### src/rtl/dbg_rx_pkg.sv
package dbg_rx_pkg;

   // Clocking mode chosen by the reset strap
   typedef enum logic {
      MODE_EXT  = 1'b0,
      MODE_SELF = 1'b1
   } clk_mode_e;

   // Receiver sequencing
   typedef enum logic [1:0] {
      ST_HOLD  = 2'd0,   // settling window after reset
      ST_WAIT  = 2'd1,   // line was high at window end, wait for low
      ST_SCAN  = 2'd2,   // looking for a start bit
      ST_SHIFT = 2'd3    // collecting frame bits
   } rx_state_e;

endpackage

### src/rtl/dbg_rx_strap.sv
module dbg_rx_strap
   import dbg_rx_pkg::*;
#(
   parameter int STRAP_CYC = 8,
   parameter int ARM_CYC   = 16
) (
   input  logic      clk,
   input  logic      rst_n,
   input  logic      sdi_i,
   output clk_mode_e mode_o,
   output logic      open_o,    // high during the cycle that ends the window
   output logic      armed_o    // high once the window has ended
);

   localparam int CW = $clog2(ARM_CYC + 1);

   logic [CW-1:0] cnt_q;
   clk_mode_e     mode_q;
   logic          armed_q;

   always_ff @(posedge clk or negedge rst_n) begin
      if (!rst_n) begin
         cnt_q <= '0;
      end else if (cnt_q != CW'(ARM_CYC)) begin
         cnt_q <= cnt_q + 1'b1;
      end
   end

   always_ff @(posedge clk or negedge rst_n) begin
      if (!rst_n) begin
         mode_q <= MODE_EXT;
      end else if (cnt_q == CW'(STRAP_CYC - 1)) begin
         mode_q <= clk_mode_e'(sdi_i);
      end
   end

   assign open_o = (cnt_q == CW'(ARM_CYC - 1));

   always_ff @(posedge clk or negedge rst_n) begin
      if (!rst_n) begin
         armed_q <= 1'b0;
      end else if (open_o) begin
         armed_q <= 1'b1;
      end
   end

   assign mode_o  = mode_q;
   assign armed_o = armed_q;

   // mode is frozen once the window is over
   p_mode_frozen_r2: assert property (@(posedge clk) disable iff (!rst_n)
      armed_q |=> $stable(mode_q))
      else $error("mode changed after strap window");

endmodule

### src/rtl/dbg_rx_sync.sv
module dbg_rx_sync #(
   parameter int STAGES = 2
) (
   input  logic clk,
   input  logic rst_n,
   input  logic sclk_i,
   input  logic sdi_i,
   output logic rise_o,   // one-cycle strobe per external clock rise
   output logic data_o    // data resynchronised alongside the clock
);

   logic [STAGES-1:0] ck_q;
   logic [STAGES-1:0] dt_q;
   logic              ck_prev_q;

   generate
      if (STAGES == 1) begin : g_single
         always_ff @(posedge clk or negedge rst_n) begin
            if (!rst_n) begin
               ck_q <= '0;
               dt_q <= '0;
            end else begin
               ck_q <= sclk_i;
               dt_q <= sdi_i;
            end
         end
      end else begin : g_chain
         always_ff @(posedge clk or negedge rst_n) begin
            if (!rst_n) begin
               ck_q <= '0;
               dt_q <= '0;
            end else begin
               ck_q <= {ck_q[STAGES-2:0], sclk_i};
               dt_q <= {dt_q[STAGES-2:0], sdi_i};
            end
         end
      end
   endgenerate

   always_ff @(posedge clk or negedge rst_n) begin
      if (!rst_n) begin
         ck_prev_q <= 1'b0;
      end else begin
         ck_prev_q <= ck_q[STAGES-1];
      end
   end

   assign rise_o = ck_q[STAGES-1] & ~ck_prev_q;
   assign data_o = dt_q[STAGES-1];

endmodule

### src/rtl/dbg_rx_shift.sv
module dbg_rx_shift
   import dbg_rx_pkg::*;
#(
   parameter int FRAME_LEN = 35
) (
   input  logic                 clk,
   input  logic                 rst_n,
   input  logic                 open_i,
   input  logic                 armed_i,
   input  logic                 stb_i,
   input  logic                 bit_i,
   input  logic                 lvl_i,
   output logic [FRAME_LEN-1:0] frame_o,
   output logic                 vld_o
);

   localparam int NW = $clog2(FRAME_LEN + 1);
   localparam int SW = FRAME_LEN - 1;

   rx_state_e          st_q;
   logic [NW-1:0]      cnt_q;
   logic [SW-1:0]      sh_q;
   logic [FRAME_LEN-1:0] frame_q;
   logic               vld_q;

   always_ff @(posedge clk or negedge rst_n) begin
      if (!rst_n) begin
         st_q    <= ST_HOLD;
         cnt_q   <= '0;
         sh_q    <= '0;
         frame_q <= '0;
         vld_q   <= 1'b0;
      end else begin
         vld_q <= 1'b0;
         unique case (st_q)
            ST_HOLD: begin
               if (open_i) begin
                  st_q <= lvl_i ? ST_WAIT : ST_SCAN;
               end
            end
            ST_WAIT: begin
               if (!lvl_i) begin
                  st_q <= ST_SCAN;
               end
            end
            ST_SCAN: begin
               if (stb_i && bit_i) begin
                  sh_q  <= SW'(1);
                  cnt_q <= NW'(1);
                  st_q  <= ST_SHIFT;
               end
            end
            ST_SHIFT: begin
               if (stb_i) begin
                  if (cnt_q == NW'(FRAME_LEN - 1)) begin
                     frame_q <= {sh_q, bit_i};
                     vld_q   <= 1'b1;
                     cnt_q   <= '0;
                     st_q    <= ST_SCAN;
                  end else begin
                     sh_q  <= {sh_q[SW-2:0], bit_i};
                     cnt_q <= cnt_q + 1'b1;
                  end
               end
            end
            default: st_q <= ST_HOLD;
         endcase
      end
   end

   assign frame_o = frame_q;
   assign vld_o   = vld_q;

   // no activity leaves the hold state before the window closes
   p_hold_until_armed_r5: assert property (@(posedge clk) disable iff (!rst_n)
      (st_q != ST_HOLD) |-> armed_i)
      else $error("receiver left hold before window end");

   // waiting for a low line never goes straight into a frame
   p_wait_no_frame_r6: assert property (@(posedge clk) disable iff (!rst_n)
      (st_q == ST_WAIT) |=> (st_q != ST_SHIFT))
      else $error("frame started while line was still high");

   // every delivered frame carries the start bit in its MSB
   p_start_msb_r7: assert property (@(posedge clk) disable iff (!rst_n)
      vld_q |-> frame_q[FRAME_LEN-1])
      else $error("frame MSB not set");

   // bit counter stays inside the frame while shifting
   p_cnt_range_r8: assert property (@(posedge clk) disable iff (!rst_n)
      (st_q == ST_SHIFT) |-> (cnt_q != '0 && cnt_q < NW'(FRAME_LEN)))
      else $error("bit counter out of range");

   // single-cycle strobe
   p_vld_pulse_r9: assert property (@(posedge clk) disable iff (!rst_n)
      vld_q |=> !vld_q)
      else $error("valid strobe longer than one cycle");

   // frame register only moves together with the strobe
   p_frame_hold_r9: assert property (@(posedge clk) disable iff (!rst_n)
      !$stable(frame_q) |-> vld_q)
      else $error("frame changed without strobe");

endmodule

### src/rtl/dbg_rx_front.sv
module dbg_rx_front
   import dbg_rx_pkg::*;
#(
   parameter int FRAME_LEN   = 35,
   parameter int STRAP_CYC   = 8,
   parameter int ARM_CYC     = 16,
   parameter int SYNC_STAGES = 2
) (
   input  logic                 clk,
   input  logic                 rst_n,
   input  logic                 sdi,
   input  logic                 sclk,
   output logic [FRAME_LEN-1:0] frame_o,
   output logic                 frame_vld_o,
   output logic                 mode_o
);

   generate
      if (FRAME_LEN < 3) begin : g_bad_len
         $error("FRAME_LEN must be at least 3");
      end
      if (STRAP_CYC < 1) begin : g_bad_strap
         $error("STRAP_CYC must be at least 1");
      end
      if (ARM_CYC <= STRAP_CYC) begin : g_bad_arm
         $error("ARM_CYC must exceed STRAP_CYC");
      end
      if (SYNC_STAGES < 2) begin : g_bad_sync
         $error("SYNC_STAGES must be at least 2");
      end
   endgenerate

   clk_mode_e mode;
   logic      open_w, armed_w;
   logic      rise_w, sdat_w;
   logic      is_self, stb_w, bit_w;

   dbg_rx_strap #(
      .STRAP_CYC (STRAP_CYC),
      .ARM_CYC   (ARM_CYC)
   ) u_strap (
      .clk     (clk),
      .rst_n   (rst_n),
      .sdi_i   (sdi),
      .mode_o  (mode),
      .open_o  (open_w),
      .armed_o (armed_w)
   );

   dbg_rx_sync #(
      .STAGES (SYNC_STAGES)
   ) u_sync (
      .clk    (clk),
      .rst_n  (rst_n),
      .sclk_i (sclk),
      .sdi_i  (sdi),
      .rise_o (rise_w),
      .data_o (sdat_w)
   );

   assign is_self = (mode == MODE_SELF);
   assign stb_w   = is_self | rise_w;
   assign bit_w   = is_self ? sdi : sdat_w;

   dbg_rx_shift #(
      .FRAME_LEN (FRAME_LEN)
   ) u_shift (
      .clk     (clk),
      .rst_n   (rst_n),
      .open_i  (open_w),
      .armed_i (armed_w),
      .stb_i   (stb_w),
      .bit_i   (bit_w),
      .lvl_i   (bit_w),
      .frame_o (frame_o),
      .vld_o   (frame_vld_o)
   );

   assign mode_o = mode;

endmodule

### config.mk
export PLATFORM = sky130hd
export DESIGN_NAME = dbg_rx_front
export DESIGN_NICKNAME = d
export VERILOG_FILES = /design/src/rtl/dbg_rx_pkg.sv /design/src/rtl/dbg_rx_strap.sv /design/src/rtl/dbg_rx_sync.sv /design/src/rtl/dbg_rx_shift.sv /design/src/rtl/dbg_rx_front.sv
export SDC_FILE = /design/constraint.sdc
export NUM_CORES = 1
export LEC_CHECK = 0
export ABC_CLOCK_PERIOD_IN_PS = 2200
export BUFFER_PORTS_ARGS = -buffer_cell sky130_fd_sc_hd__buf_2
export CAP_MARGIN = 20
export CORE_MARGIN = 2
export CORE_UTILIZATION = 25
export CTS_BUF_LIST = sky130_fd_sc_hd__clkbuf_4 sky130_fd_sc_hd__clkbuf_8
export DETAILED_ROUTE_END_ITERATION = 16
export PLACE_DENSITY = 0.48
export SKIP_CTS_REPAIR_TIMING = 1
export SLEW_MARGIN = 20
export SYNTH_ARGS = -nofsm -noshare
export SYNTH_HDL_FRONTEND = slang
export SYNTH_SLANG_ARGS = --single-unit
### constraint.sdc
create_clock -name clk -period 2.2 [get_ports clk]
set_input_delay 0.33 -clock clk [delete_from_list [all_inputs] [get_ports clk]]
set_output_delay 0.33 -clock clk [all_outputs]
set_load 0.05 [all_outputs]
==> flow_summary.toml <==
[timing]
fmax_ghz = 0.5242
rsz0062_at_grt = "no"
hold_ws_ns = -0.02456
setup_tns_ns = 0
clock_skew_ns = 0.01273
post-route-min-period_ns = 1.908
hold_viol_final = 17
setup_violations = 0
finalWorstSetupSlack_ns = 0.2924
slew_violations = 0
finalCritPeriodShare = 0.8671
relSlewSlack = 0.5586
tightestPinTransition_ns = 0.6621

[hold_path]
hold_class = "in -> async"

[grt]
gr-usage-all-layers = 0.09143
grt_pass1_wl_um = 10470
grt_pass1_vias = 2054
grt_max_degree = 52
antenna_found_initial = 0
overflow = 0

[worst_setup_path]
crit_buf_inv = 2
critPathArrivalTime_ns = 2.16
crit_fanout = 26
worst_path_max_delay_cell = "dfrtp_1"
ff2ff_setup_slack_ns = 0.29
r2r_start = "u_shift.cnt_q[0]$_DFFE_PN0P_"
critPathTopFamily = "compound AO/OA/AOI/OAI gates"
cpPeakStageDelay_ns = 0.41
cp-start-kind = "flop"
crit_chain = "inv_1 > ha_1 > and4bb_1 > and2_1 > a21o_1 > buf_4 > a22o_1"
r2r_cells = 7
critPathCaptureType = "flop"
path_class = "reg -> reg"
r2r-end = "u_shift.sh_q[9]$_DFFE_PN0P_"
required_ns = 2.45

[pwr]
ir_drop_mv = 0.3245
internal-power_mw = 2.816
p_switching_mw = 1.170
powerDensity_mw_per_mm2 = 949.5
pwr-share-clk = 0.296
p_leak_nw = 2.187
pwr-share-comb = 0.159
switching_share = 0.2935
p_seq_frac = 0.545

[placement]
port_buffers = 40
dp_hpwl_um = 4264
dp_slack_ns = 0.3023
dp.cells = 458
place_congestion = 0.7641

[clocking]
cts_root_buffer = "clkbuf_8"
ctsLongestPathBuffers = 2
cts_htree_levels = 3
cts_buffers = 9
cts_tree = "done"
cts_sinks = 89
clk_latency_ns = 0.37
path_clk_slew_ns = 0.09

[route]
vias_per_cell = 4.348
wl_per_cell_um = 13.52
wirelength_um = 6408
firstDrtPassIters = 4
drc = 0
num_vias = 2061
ant_nets = 0
drtIter0Drc = 91

[synth]
ys.flop_type = "dfrtp_1"
synth-async-reset-ratio = 1.000
avgSynthCellArea_sq_um = 14.85
syn_area_sq_mm = 0.003580
synth_edf_count = 0
synthesis.nets = 250
synth-seq-area-share = 0.6222
synthCells = 241
yosysUniqueCellTypes = 40
yosysWarnings = 0
synth-seq-cells = 89

[die]
rows = 43
die-area_sq_mm = 0.01529
dieWidth_um = 123.7
io_pins = 41
start_util = 0.2569
die_y_um = 123.7
core_sq_mm = 0.01393

[run_status]
failed_checks = "negative hold slack"
status = "finished, violations left"

[job]
cap_violations = 0

[cells_and_area]
fin_nets = 298
syn2layout_area_growth_pct = 17.27
drive_gt1_frac = 0.3027
n_antenna_cell = 0
final_cells = 474
cells by family (layout without fill, tap and decap cells):
| logic type | count (synthesis) | after routing | share of synthesized area |
|---|---|---|---|
| AOI/OAI and AO/OA | 53 | 53 | 0.1241 |
| xor gates and xnor gates | 3 | 3 | 0.007341 |
| adders and majority gates | 5 | 5 | 0.01748 |
| muxes | 37 | 37 | 0.1328 |
| DFF | 89 | 89 | 0.6222 |
| and+or+nand+nor | 33 | 33 | 0.04929 |
| buffers and inverters | 21 | 74 | 0.04684 |
cell type report:
class                           count  area (sq um)
Inverter                            8         30.03
Tap cell                          180         225.2
Sequential cell                    89          2227
Fill cell                        1397          9737
Timing Repair Buffer               50         302.8
Clock buffer                       12         158.9
Multi-Input combinational cell    131          1202
Clock inverter                      4         51.30
synthesized netlist by cell type (3+ instances only):
library cell  number  area [sq um]
dfrtp_1           89          2227
nand3_1            6         30.03
mux2_1            18         202.7
a22o_1            34         297.8
buf_12             3         60.06
nor2_1             7         26.28
mux2_4            16         240.2
o21ai_0            3         15.01
xnor2_1            3         26.28
nand2_1            8         30.03
a21o_1             3         22.52
buf_2              5         25.02
inv_1              7         26.28
ha_1               5         62.56
buf_6              4         45.04
o21ai_1            4         20.02
worst max-delay path by stage:
stage	endpoint	cells past startpoint	start	slack [ns]
floorplan	u_shift.sh_q[0]$_DFFE_PN0P_	7	u_strap.mode_o$_DFFE_PN0N_	0.25
detailed placement	u_shift.sh_q[30]$_DFFE_PN0P_	7	u_shift.cnt_q[0]$_DFFE_PN0P_	0.30
CTS	u_shift.sh_q[8]$_DFFE_PN0P_	7	u_shift.cnt_q[0]$_DFFE_PN0P_	0.28
global route	u_shift.sh_q[9]$_DFFE_PN0P_	7	u_shift.cnt_q[0]$_DFFE_PN0P_	0.14
global placement	u_shift.sh_q[9]$_DFFE_PN0P_	7	u_shift.cnt_q[0]$_DFFE_PN0P_	0.35
finish	u_shift.sh_q[9]$_DFFE_PN0P_	7	u_shift.cnt_q[0]$_DFFE_PN0P_	0.29
power by group through the flow:
stage	Combinational [mW]	Sequential [mW]	Clock, mW
floorplan	0.423	2.22	0
global placement	0.627	2.21	0
detailed placement	0.647	2.21	0
CTS	0.646	2.18	1.24
global route	0.705	2.22	1.29
finish	0.633	2.17	1.18
cells in the final DEF, fill, tap and decap left out, types with 2 or more instances in the layout:
cell | Yosys | layout
nand3_1 | 6 | 6
nand2_1 | 8 | 8
o21ai_0 | 3 | 3
xnor2_1 | 3 | 3
clkbuf_8 | 0 | 11
a21o_1 | 3 | 3
buf_4 | 1 | 9
dfrtp_1 | 89 | 89
buf_2 | 5 | 39
o21ai_1 | 4 | 4
mux2_1 | 18 | 18
a22o_1 | 34 | 34
mux2_4 | 16 | 16
nor2_1 | 7 | 7
buf_12 | 3 | 2
mux2_2 | 2 | 2
ha_1 | 5 | 5
and2_1 | 2 | 2
inv_1 | 7 | 7
sequential cells by signal, indices dropped and copies added (netlist names):
| name | count |
|---|---|
| u_strap.cnt_q | 5 |
| u_shift.frame_o | 35 |
| u_shift.st_q | 2 |
| u_strap.mode_o | 1 |
| u_sync.dt_q | 2 |
| u_shift.sh_q | 34 |
| u_sync.ck_prev_q | 1 |
| u_shift.vld_o | 1 |
| u_shift.cnt_q | 6 |
| u_sync.ck_q | 2 |
per-stage QoR:
stage          hold slack [ns]  instance area [sq um]    util  power, mW
6_report              -0.02456                   4198  0.3012      3.986
5_1_grt                0.03519                   4198  0.3012      4.215
4_1_cts             -0.0002249                   4198  0.3012      4.064
3_5_place_dp            0.3364                   3988  0.2862      2.854
3_3_place_gp            0.3339                   3988  0.2862      2.833
2_1_floorplan          0.03441                   3580       -      2.641
routing by layer:
metal	up-vias	track usage	wire, um
met5	-	0	0
met4	0	0.05753	163
li1	970	-	-
met1	1042	0.1205	3090
met3	12	0.02610	301
met2	37	0.1315	2852
No activity file was read; power rests on OpenSTA's default activity.
